===== src/rtl/nfc_pkg.sv =====
package nfc_pkg;
  localparam logic [7:0] OP_NOP      = 8'h00;
  localparam logic [7:0] OP_ARRAY    = 8'hFF;
  localparam logic [7:0] OP_PROG_A   = 8'h10;
  localparam logic [7:0] OP_PROG_B   = 8'h40;
  localparam logic [7:0] OP_ERASE    = 8'h20;
  localparam logic [7:0] OP_CONFIRM  = 8'hD0;
  localparam logic [7:0] OP_CLEAR    = 8'h50;
  localparam logic [7:0] OP_LOCK     = 8'h60;
  localparam logic [7:0] OP_LOCK_ALT = 8'h01;
  localparam logic [7:0] OP_STATUS   = 8'h70;
  localparam logic [7:0] OP_QUERY    = 8'h98;
  localparam logic [7:0] OP_BUFFER   = 8'hE8;

  localparam int QTAB_LEN = 82;

  typedef enum logic [2:0] {
    ST_IDLE,
    ST_ARMED,
    ST_BUF_DATA,
    ST_BUF_CONF,
    ST_ERASE
  } seq_st_e;

  typedef enum logic [1:0] {
    SRC_ARRAY,
    SRC_STAT,
    SRC_QUERY
  } rd_src_e;
endpackage


===== src/rtl/nfc_mem.sv =====
module nfc_mem #(
  parameter int DATA_W = 16,
  parameter int WORDS  = 128,
  parameter int AW     = $clog2(WORDS)
) (
  input  logic              clk,
  input  logic              rst,
  input  logic              we,
  input  logic [AW-1:0]     waddr,
  input  logic [DATA_W-1:0] wdata,
  input  logic              re,
  input  logic [AW-1:0]     raddr,
  output logic [DATA_W-1:0] rdata
);
  logic [DATA_W-1:0] ram [WORDS];

  always_ff @(posedge clk) begin
    if (we) ram[waddr] <= wdata;
  end

  // read-first: a same-edge write is seen by the next read
  always_ff @(posedge clk) begin
    if (rst)     rdata <= '0;
    else if (re) rdata <= ram[raddr];
  end
endmodule


===== src/rtl/nfc_qrom.sv =====
module nfc_qrom
  import nfc_pkg::*;
#(
  parameter int SECT_BYTES = 64,
  parameter int SECT_NUM   = 4
) (
  input  logic       clk,
  input  logic       rst,
  input  logic       re,
  input  logic [7:0] idx,
  output logic [7:0] q
);
  localparam int          TOTAL    = SECT_BYTES * SECT_NUM;
  localparam logic [7:0]  SIZE_LOG = 8'($clog2(TOTAL));
  localparam logic [15:0] LAST_SEC = 16'(SECT_NUM - 1);
  localparam logic [23:0] SEC_LEN  = 24'(SECT_BYTES);

  logic [7:0] entry;

  always_comb begin
    case (idx)
      8'h10:   entry = 8'h51;
      8'h11:   entry = 8'h52;
      8'h12:   entry = 8'h59;
      8'h13:   entry = 8'h01;
      8'h15:   entry = 8'h31;
      8'h27:   entry = SIZE_LOG;
      8'h28:   entry = 8'h02;
      8'h2A:   entry = 8'h0B;
      8'h2C:   entry = 8'h01;
      8'h2D:   entry = LAST_SEC[7:0];
      8'h2E:   entry = LAST_SEC[15:8];
      8'h2F:   entry = SEC_LEN[15:8];
      8'h30:   entry = SEC_LEN[23:16];
      8'h31:   entry = 8'h50;
      8'h32:   entry = 8'h52;
      8'h33:   entry = 8'h49;
      8'h34:   entry = 8'h31;
      8'h35:   entry = 8'h31;
      default: entry = 8'h00;
    endcase
  end

  always_ff @(posedge clk) begin
    if (rst)     q <= '0;
    else if (re) q <= (int'(idx) >= QTAB_LEN) ? 8'h00 : entry;
  end
endmodule


===== src/rtl/nfc_seq.sv =====
module nfc_seq
  import nfc_pkg::*;
#(
  parameter int DATA_W     = 16,
  parameter int WORD_AW    = 7,
  parameter int SECT_WORDS = 32,
  parameter int CNT_W      = 8
) (
  input  logic               clk,
  input  logic               rst,
  input  logic               wr_en,
  input  logic [WORD_AW-1:0] wr_word,
  input  logic [DATA_W-1:0]  wr_data,
  output logic               mem_we,
  output logic [WORD_AW-1:0] mem_waddr,
  output logic [DATA_W-1:0]  mem_wdata,
  output logic [7:0]         status,
  output rd_src_e            rd_src
);
  localparam int FILL_W = $clog2(SECT_WORDS);
  localparam logic [FILL_W-1:0]  FILL_LAST = FILL_W'(SECT_WORDS - 1);
  localparam logic [WORD_AW-1:0] SEC_MASK  = ~WORD_AW'(SECT_WORDS - 1);

  seq_st_e            st_q;
  logic [7:0]         cmd_q;
  logic [7:0]         stat_q;
  logic [CNT_W-1:0]   cnt_q;
  logic [FILL_W-1:0]  fill_q;
  logic [WORD_AW-1:0] base_q;
  logic [7:0]         cb;
  logic               prog_cmd;

  assign cb       = wr_data[7:0];
  assign prog_cmd = (cmd_q == OP_PROG_A) || (cmd_q == OP_PROG_B);
  assign status   = stat_q;

  always_ff @(posedge clk) begin
    if (rst) begin
      st_q   <= ST_IDLE;
      cmd_q  <= OP_NOP;
      stat_q <= '0;
      cnt_q  <= '0;
      fill_q <= '0;
      base_q <= '0;
    end else begin
      case (st_q)
        ST_IDLE: if (wr_en) begin
          case (cb)
            OP_PROG_A, OP_PROG_B, OP_ERASE, OP_LOCK, OP_QUERY: begin
              cmd_q <= cb;
              st_q  <= ST_ARMED;
            end
            OP_BUFFER: begin
              cmd_q     <= cb;
              stat_q[7] <= 1'b1;
              st_q      <= ST_ARMED;
            end
            OP_STATUS: cmd_q <= cb;
            OP_CLEAR: begin
              stat_q <= '0;
              cmd_q  <= OP_NOP;
            end
            default: cmd_q <= OP_NOP;
          endcase
        end
        ST_ARMED: if (wr_en) begin
          if (prog_cmd) begin
            stat_q[7] <= 1'b1;
            st_q      <= ST_IDLE;
          end else if (cmd_q == OP_ERASE && cb == OP_CONFIRM) begin
            stat_q[7] <= 1'b0;
            fill_q    <= '0;
            base_q    <= wr_word & SEC_MASK;
            st_q      <= ST_ERASE;
          end else if (cmd_q == OP_BUFFER) begin
            cnt_q <= wr_data[CNT_W-1:0];
            st_q  <= ST_BUF_DATA;
          end else if (cmd_q == OP_LOCK && (cb == OP_CONFIRM || cb == OP_LOCK_ALT)) begin
            stat_q[7] <= 1'b1;
            st_q      <= ST_IDLE;
          end else if (cmd_q == OP_QUERY && cb != OP_ARRAY) begin
            st_q <= ST_ARMED;
          end else begin
            cmd_q <= OP_NOP;
            st_q  <= ST_IDLE;
          end
        end
        ST_BUF_DATA: if (wr_en) begin
          stat_q[7] <= 1'b1;
          if (cnt_q == '0) st_q <= ST_BUF_CONF;
          else             cnt_q <= cnt_q - 1'b1;
        end
        ST_BUF_CONF: if (wr_en) begin
          st_q <= ST_IDLE;
          if (cb == OP_CONFIRM) stat_q[7] <= 1'b1;
          else                  cmd_q     <= OP_NOP;
        end
        ST_ERASE: begin
          fill_q <= fill_q + 1'b1;
          if (fill_q == FILL_LAST) begin
            stat_q[7] <= 1'b1;
            st_q      <= ST_IDLE;
          end
        end
        default: begin
          cmd_q <= OP_NOP;
          st_q  <= ST_IDLE;
        end
      endcase
    end
  end

  always_comb begin
    mem_we    = 1'b0;
    mem_waddr = wr_word;
    mem_wdata = wr_data;
    if (st_q == ST_ERASE) begin
      mem_we    = 1'b1;
      mem_waddr = base_q | WORD_AW'(fill_q);
      mem_wdata = '1;
    end else if (wr_en && ((st_q == ST_ARMED && prog_cmd) || st_q == ST_BUF_DATA)) begin
      mem_we = 1'b1;
    end
  end

  always_comb begin
    case (cmd_q)
      OP_ERASE, OP_CLEAR, OP_LOCK, OP_STATUS, OP_BUFFER: rd_src = SRC_STAT;
      OP_QUERY: rd_src = SRC_QUERY;
      default:  rd_src = SRC_ARRAY;
    endcase
  end

  assert_erase_busy_R5: assert property (@(posedge clk) disable iff (rst)
    (st_q == ST_ERASE) |-> !status[7]);

  assert_erase_end_R5: assert property (@(posedge clk) disable iff (rst)
    (st_q == ST_ERASE && fill_q == FILL_LAST) |=> (st_q == ST_IDLE && status[7]));

  assert_buf_confirm_R7: assert property (@(posedge clk) disable iff (rst)
    (st_q == ST_BUF_DATA && wr_en && cnt_q == '0) |=> (st_q == ST_BUF_CONF));

  assert_clear_R3: assert property (@(posedge clk) disable iff (rst)
    (st_q == ST_IDLE && wr_en && cb == OP_CLEAR) |=> (status == 8'h00 && rd_src == SRC_ARRAY));

  assert_prog_R4: assert property (@(posedge clk) disable iff (rst)
    (st_q == ST_ARMED && wr_en && prog_cmd) |=> (st_q == ST_IDLE && status[7]));
endmodule


===== src/rtl/nor_cmd_flash.sv =====
module nor_cmd_flash
  import nfc_pkg::*;
#(
  parameter int DATA_W     = 16,
  parameter int SECT_BYTES = 64,
  parameter int SECT_NUM   = 4,
  parameter int CNT_W      = 8,
  parameter int ADDR_W     = $clog2(SECT_BYTES * SECT_NUM)
) (
  input  logic              clk,
  input  logic              rst,
  input  logic [ADDR_W-1:0] addr,
  input  logic              wr_en,
  input  logic [DATA_W-1:0] wr_data,
  input  logic              rd_en,
  output logic [DATA_W-1:0] rd_data
);
  localparam int BYTES      = DATA_W / 8;
  localparam int BYTE_SH    = $clog2(BYTES);
  localparam int WORDS      = (SECT_BYTES * SECT_NUM) / BYTES;
  localparam int WORD_AW    = ADDR_W - BYTE_SH;
  localparam int SECT_WORDS = SECT_BYTES / BYTES;

  logic [WORD_AW-1:0] word_addr;
  logic               mem_we;
  logic [WORD_AW-1:0] mem_waddr;
  logic [DATA_W-1:0]  mem_wdata;
  logic [DATA_W-1:0]  mem_q;
  logic [7:0]         status;
  rd_src_e            rd_src;
  rd_src_e            src_q;
  logic [7:0]         stat_snap;
  logic [7:0]         addr_lo;
  logic [7:0]         qidx;
  logic [7:0]         qbyte;

  assign word_addr = addr[ADDR_W-1:BYTE_SH];

  always_comb begin
    addr_lo = '0;
    for (int i = 0; i < 8 && i < ADDR_W; i++) addr_lo[i] = addr[i];
  end
  assign qidx = addr_lo >> BYTE_SH;

  nfc_seq #(
    .DATA_W(DATA_W), .WORD_AW(WORD_AW), .SECT_WORDS(SECT_WORDS), .CNT_W(CNT_W)
  ) u_seq (
    .clk(clk), .rst(rst), .wr_en(wr_en), .wr_word(word_addr), .wr_data(wr_data),
    .mem_we(mem_we), .mem_waddr(mem_waddr), .mem_wdata(mem_wdata),
    .status(status), .rd_src(rd_src)
  );

  nfc_mem #(.DATA_W(DATA_W), .WORDS(WORDS), .AW(WORD_AW)) u_mem (
    .clk(clk), .rst(rst), .we(mem_we), .waddr(mem_waddr), .wdata(mem_wdata),
    .re(rd_en), .raddr(word_addr), .rdata(mem_q)
  );

  nfc_qrom #(.SECT_BYTES(SECT_BYTES), .SECT_NUM(SECT_NUM)) u_qrom (
    .clk(clk), .rst(rst), .re(rd_en), .idx(qidx), .q(qbyte)
  );

  always_ff @(posedge clk) begin
    if (rst) begin
      src_q     <= SRC_ARRAY;
      stat_snap <= '0;
    end else if (rd_en) begin
      src_q     <= rd_src;
      stat_snap <= status;
    end
  end

  always_comb begin
    case (src_q)
      SRC_STAT:  rd_data = DATA_W'(stat_snap);
      SRC_QUERY: rd_data = DATA_W'(qbyte);
      default:   rd_data = mem_q;
    endcase
  end

  assert_rd_hold_R11: assert property (@(posedge clk) disable iff (rst)
    !rd_en |=> $stable(rd_data));
endmodule


===== config.mk =====
export PLATFORM = sky130hd
export DESIGN_NAME = nor_cmd_flash
export DESIGN_NICKNAME = d
export VERILOG_FILES = /design/src/rtl/nfc_pkg.sv /design/src/rtl/nfc_mem.sv /design/src/rtl/nfc_qrom.sv /design/src/rtl/nfc_seq.sv /design/src/rtl/nor_cmd_flash.sv
export SDC_FILE = /design/constraint.sdc
export NUM_CORES = 2
export LEC_CHECK = 0
export CORE_MARGIN = 2
export CORE_UTILIZATION = 47
export DETAILED_ROUTE_END_ITERATION = 6
export PLACE_DENSITY = 0.75
export SYNTH_ARGS = -nofsm -noshare
export SYNTH_HDL_FRONTEND = slang
export SYNTH_SLANG_ARGS = --single-unit

===== constraint.sdc =====
create_clock -name clk -period 3.1 [get_ports clk]
set_input_delay 0.62 -clock clk [delete_from_list [all_inputs] [get_ports clk]]
set_output_delay 0.62 -clock clk [all_outputs]
set_load 0.02 [all_outputs]

**Word-level counts from Yosys, hierarchy flattened**

Memory sizes are Yosys's and may differ from the RTL's. A register that Yosys moved wholly into a read port is not among the register bits.
Cells that the tools add are included.

- Bits in writable memories: 2048
- Input bits: 28
- Memories: 2
- Bits in read-only memories: 384
- Logic and storage cells: 144
- Bits in registers: 38
- Output and inout bits: 16

- Equality and inequality tests: 46
- Mux-type cells: 57
- Bitwise gates (word level): 3
- Add/subtract/negate cells: 2
- Reductions and logical operators: 24
- Magnitude comparators: 1

Memory list:

| name | words | bits a word | rd ports | clocked after Yosys merged registers in | wr ports | RTL line | source |
|---|---|---|---|---|---|---|---|
| u_mem.ram | 128 | 16 | 1 | 1 | 1 | nfc_mem.sv:15 | `logic [DATA_W-1:0] ram [WORDS];` |
| (name not given) | 64 | 6 | 1 | 0 | 0 | nfc_qrom.sv:21 | `case (idx)` |

Operator list:

| kind | number |
|---|---|
| $mux W8 | 19 |
| $eq A8 B7 Y1 const B | 8 |
| $eq A8 B8 Y1 const B | 5 |
| $pmux W16 S2 | 1 |
| $pmux W8 S4 | 1 |
| $mux W3 | 10 |
| $ne A2 B2 Y1 const B | 12 |
| $reduce_and A10 Y1 | 2 |
| $eq A8 B5 Y1 const B | 2 |
| $eq A8 B6 Y1 const B | 2 |
| $mux W16 | 1 |
| $pmux W8 S2 | 1 |
| $mux W1 | 15 |
| $mux W5 | 3 |
| $pmux W3 S5 | 1 |
| $reduce_and A7 Y1 | 2 |
| $ne A2 B1 Y1 const B | 5 |
| $pmux W5 S2 | 1 |
| $eq A8 B1 Y1 const B | 1 |
| $logic_not A8 Y1 | 1 |
| $ne A8 B8 Y1 const B | 1 |
| $reduce_and A4 Y1 | 2 |
| $sub A8 B1 Y8 const B | 1 |
| $ge A7 B7 Y1 const B | 1 |
| other kinds (26) | 35 |

**Depth between registers and ports, before layout**

- Word-level depth: 9
- Mapped depth: 13
- Mapped depth without buffers: 9

**By module**

A second synthesis with hierarchy kept.

- Cells, all modules: 4000
- Area, all modules: 82835.7 µm²

By module, submodules not included:

| module | cells each | times used | area each (µm²) | sequential area each (µm²) |
|---|---|---|---|---|
| nfc_mem | 3575 | 1 | 79578.8 | 61819.3 |
| nfc_seq | 291 | 1 | 2147.1 | 540.5 |
| nor_cmd_flash | 73 | 1 | 600.6 | 200.2 |
| nfc_qrom | 61 | 1 | 509.2 | 120.1 |

**Worst setup path after synthesis**

Ideal clock, no wire load.

- Path kind: in2reg
- Start point: input port addr[1]
- End point: memory u_mem.ram[44][0], enable pin
- Setup time: 0.388 ns
- Slack: -0.280 ns
- Data arrival time: 2.991 ns
- Data required time: 2.712 ns
- Cell stages on the path: 12
- Path buffers: 6
- Cells stage by stage: buf_6 > buf_6 > buf_4 > buf_6 > buf_4 > inv_1 > nor2_1 > a21oi_1 > nor2b_1 > nand2_1 > buf_2 > nor2_1

- Word-level cells in the longest chain between the ends: 1

Ends and longest elaborated chain:

| element | RTL line | source |
|---|---|---|
| start: declaration | nor_cmd_flash.sv:12 | `input logic [ADDR_W-1:0] addr,` |
| $mux W7 | nfc_seq.sv:117 | `if (st_q == ST_ERASE) begin` |
| end: declaration | nfc_mem.sv:15 |  |

Every way passes these cells.

**Worst setup path after layout**

- Start point: register src_q[0]
- End point: output port rd_data[3]

- Word-level cells in the longest chain between the ends: 2
- Elaborated cells between the ends (all ways): 3
- Those cells by class: eq/ne (2); mux (1)

Ends and longest elaborated chain:

| element | RTL line | source |
|---|---|---|
| start: declaration | nor_cmd_flash.sv:31 | `rd_src_e src_q;` |
| start signal: assignment | nor_cmd_flash.sv:67 | `src_q <= rd_src;` |
| $eq A2 B2 Y1 / $eq A2 B1 Y1 (equally long branches) | nor_cmd_flash.sv:73 | `case (src_q)` |
| $pmux W16 S2 * | nor_cmd_flash.sv:73 |  |
| end: declaration | nor_cmd_flash.sv:16 | `output logic [DATA_W-1:0] rd_data` |

Mark *: on every way between the ends. The rest lies on a longest branch, timed or not.

==> impl_metrics.toml <==
[die]
core_region_area_mm2 = 0.174
dieArea_mm2 = 0.178
die_h_um = 422
die_x_um = 422
io_pins = 44
row_count = 153
initial_core_util = 0.473

[sta]
period_minus_slack_ps = 3060
setup_viol = 0
relSlewSlack = 0.438
drv_slew = 0
finalHoldViolCount = 0
fmax_mhz = 327
timing.final.crit_share = 0.988
skew_ps = 41.2
tightest_slew_ps = 835
rsz0062_at_grt = "yes"
fin_ws_ps = 37.9

[clock_network]
path_clk_slew_ps = 60
clock-sinks = 2100
clkLatencyLatePin_ps = 830
ctsHoldBuffers = 0
cts-htree-levels = 4
cts_buffer_depth = 3
cts_tree = "built"
numCtsBuffers = 196
root_buffer = "clkbuf_16"

[routing]
initialDrtViolationCount = 6091
ant_nets = 0
avgRoutedWirePerCell_um = 29.9
vias = 42932
first_pass_iters = 6
viasPerCell = 6.12
drt_wl_total_um = 210000
drc = 0

[grt]
antenna_found_initial = 11
top_usage_layer = "met2"
grt_util_all_layers = 0.234
use_met3 = 0.0449
overflow = 0
grt.met2_usage = 0.376
grt_start_max_net_pins = 129
grt_pass1_vias = 43090
use_met1 = 0.319
grt_pass1_wl_um = 303000

[yosys]
synth_top_flop_cell = "edfxtp_1"
ys_ff_latch = 2100
yosysMostFrequentCell = "edfxtp_1"
synth_edf_count = 2048
synth_warnings = 0
synth.distinct_cells = 56
synth_top_area_frac = 0.749
synthTopCellsByCount = "2048 x edfxtp_1, 472 x mux4_2, 269 x mux2i_1"
avgSynthCellArea_um2 = 20.6
ys_top_cells_by_area = "edfxtp_1 75%, mux4_2 13%, mux2i_1 3.3%, dfxtp_1 1.3%, nor2_1 0.90%"
syn_nets = 4030
syn_inst = 3990
ys_seq_area_frac = 0.762
async_reset_ff_frac = 0
synth_area_leader_cell = "edfxtp_1"
syn-cell-area_mm2 = 0.0821

[power_and_ir_drop]
ir_drop_mv = 0.665
p_per_area_mw_per_mm2 = 600
totalPowerFinal_mw = 58.4
p_leak_nw = 31.5

[critical_path]
cp_max_fo = 10
reg2reg_from = "u_seq.cmd_q[0]"
reg2reg_slack_ps = 90
critPathArrivalTime_ps = 2440
timing.rr.end = "u_mem.ram[126][6]"
required_ps = 2480
startpoint = "src_q[0]"
worstSetupPathType = "reg -> out"
crit_end = "rd_data[3]"
cp-start-kind = "flip-flop"
rr_worst_depth = 11
crit_path_end_kind = "output port"

[final_layout]
final_nets = 4570
stdcell_area_mm2 = 0.0973
area_delta_synth_final_pct = 18.5
nFillCells = 12382
drive_above_1_share = 0.304

[placed_design]
place_ws_ps = -233
place_area_mm2 = 0.0908
place.gp.congestion = 0.952
port-buffer-count = 42
hpwl_um = 127000

[job]
cap_violations = 0

[hold_path]
hold_class = "in -> reg"
worstHoldStart = "rst"

[outcome]
status = "completed"
-- where the power goes --
| group | internal, mW | switching (mW) | total [mW] | leakage [nW] |
|---|---|---|---|---|
| clock | 13.3 | 10.6 | 23.8 | 3.10 |
| combinational | 1.36 | 2.02 | 3.38 | 9.63 |
| sequential | 31.2 | 0.0319 | 31.2 | 18.8 |
| total | 45.8 | 12.6 | 58.4 | 31.5 |
-- cell families (layout without fill, tap and decap cells) --
kind of cell    Yosys count  after routing  synth area share
fa+ha+maj                12             12           0.00183
compound gates          385            385            0.0287
simple gates            498            498            0.0274
xor+xnor                  4              4          0.000427
buf+inv                 239            937            0.0159
other cells               0              4                 0
mux                     752            752             0.164
flops                  2100           2100             0.762
-- what timing repair did --
item,CTS,global route
pin swaps,1,1
setup buffers,1,3
resized for setup,37,20
endpoints found under the setup margin,48,423
-- how the worst min path moves through the flow --
stage / to / depth (start not counted)
2_1_floorplan: u_qrom.q[0] / 2
3_3_place_gp: u_qrom.q[6] / 2
3_5_place_dp: u_qrom.q[6] / 2
4_1_cts: u_seq.cnt_q[0] / 2
5_1_grt: u_seq.status[7] / 2
6_report: u_seq.cnt_q[3] / 2
-- flip-flops by register name, indices dropped and copies added (netlist names) --
| name | count |
|---|---|
| stat_snap | 1 |
| u_qrom.q | 6 |
| src_q | 2 |
| u_seq.st_q | 3 |
| u_seq.cmd_q | 8 |
| u_seq.base_q | 2 |
| u_mem.ram | 2048 |
| u_seq.fill_q | 5 |
| u_seq.cnt_q | 8 |
| u_mem.rdata | 16 |
| u_seq.status | 1 |
-- metal layers --
layer,up-vias,share of wire
met5,-,0.00014
met4,4,0.040
met3,405,0.096
met2,2407,0.49
met1,22483,0.38
li1,17633,-
-- stage by stage --
step / TNS (ps) / hold WS (ps) / util / cells
5_1_grt: 0 / 202 / 0.560 / 7015
4_1_cts: 0 / 140 / 0.560 / 7010
2_1_floorplan: -254670 / 446 / - / 3990
3_3_place_gp: -18330 / 459 / 0.523 / 6653
6_report: 0 / 201 / 0.560 / 7017
3_5_place_dp: -17640 / 460 / 0.523 / 6653
-- cell usage in the layout, fill, tap and decap left out, drive strengths merged, types with 6 or more instances in the layout --
master,n
a211oi,10
a21oi,66
a22oi,28
a31oi,10
and2,17
and3,13
buf,531
bufinv,15
clkbuf,253
clkdlybuf4s50,19
clkinv,77
dfxtp,52
dlygate4sd2,10
edfxtp,2048
ha,12
inv,23
mux2,11
mux2i,269
mux4,472
nand2,137
nand2b,24
nand3,27
nand3b,8
nand4,14
nor2,197
nor2b,12
nor3,22
nor3b,10
o211ai,9
o21ai,110
o221ai,8
o22ai,110
o41ai,6
or3,6
-- worst max-delay path: stages (launching register included) --
cell	delay [ps]
dfxtp_2	370
inv_1	90
ha_4	280
buf_6	160
o21ai_0	240
buf_4	200
clkdlybuf4s15_2	260
-- cell type report --
cell class                 instances  area, um^2  share of cell area
clock inverter                   105        1140              0.0117
multi-input combinational       1651       18700               0.192
clock buffer                     251        5220              0.0537
sequential                      2100       62500               0.643
antenna                            4        10.0            0.000103
inverter                          14        52.6            0.000540
timing repair buffer             567        6730              0.0691
tap                             2325        2910              0.0299
No activity file was read; power rests on OpenSTA's default activity.
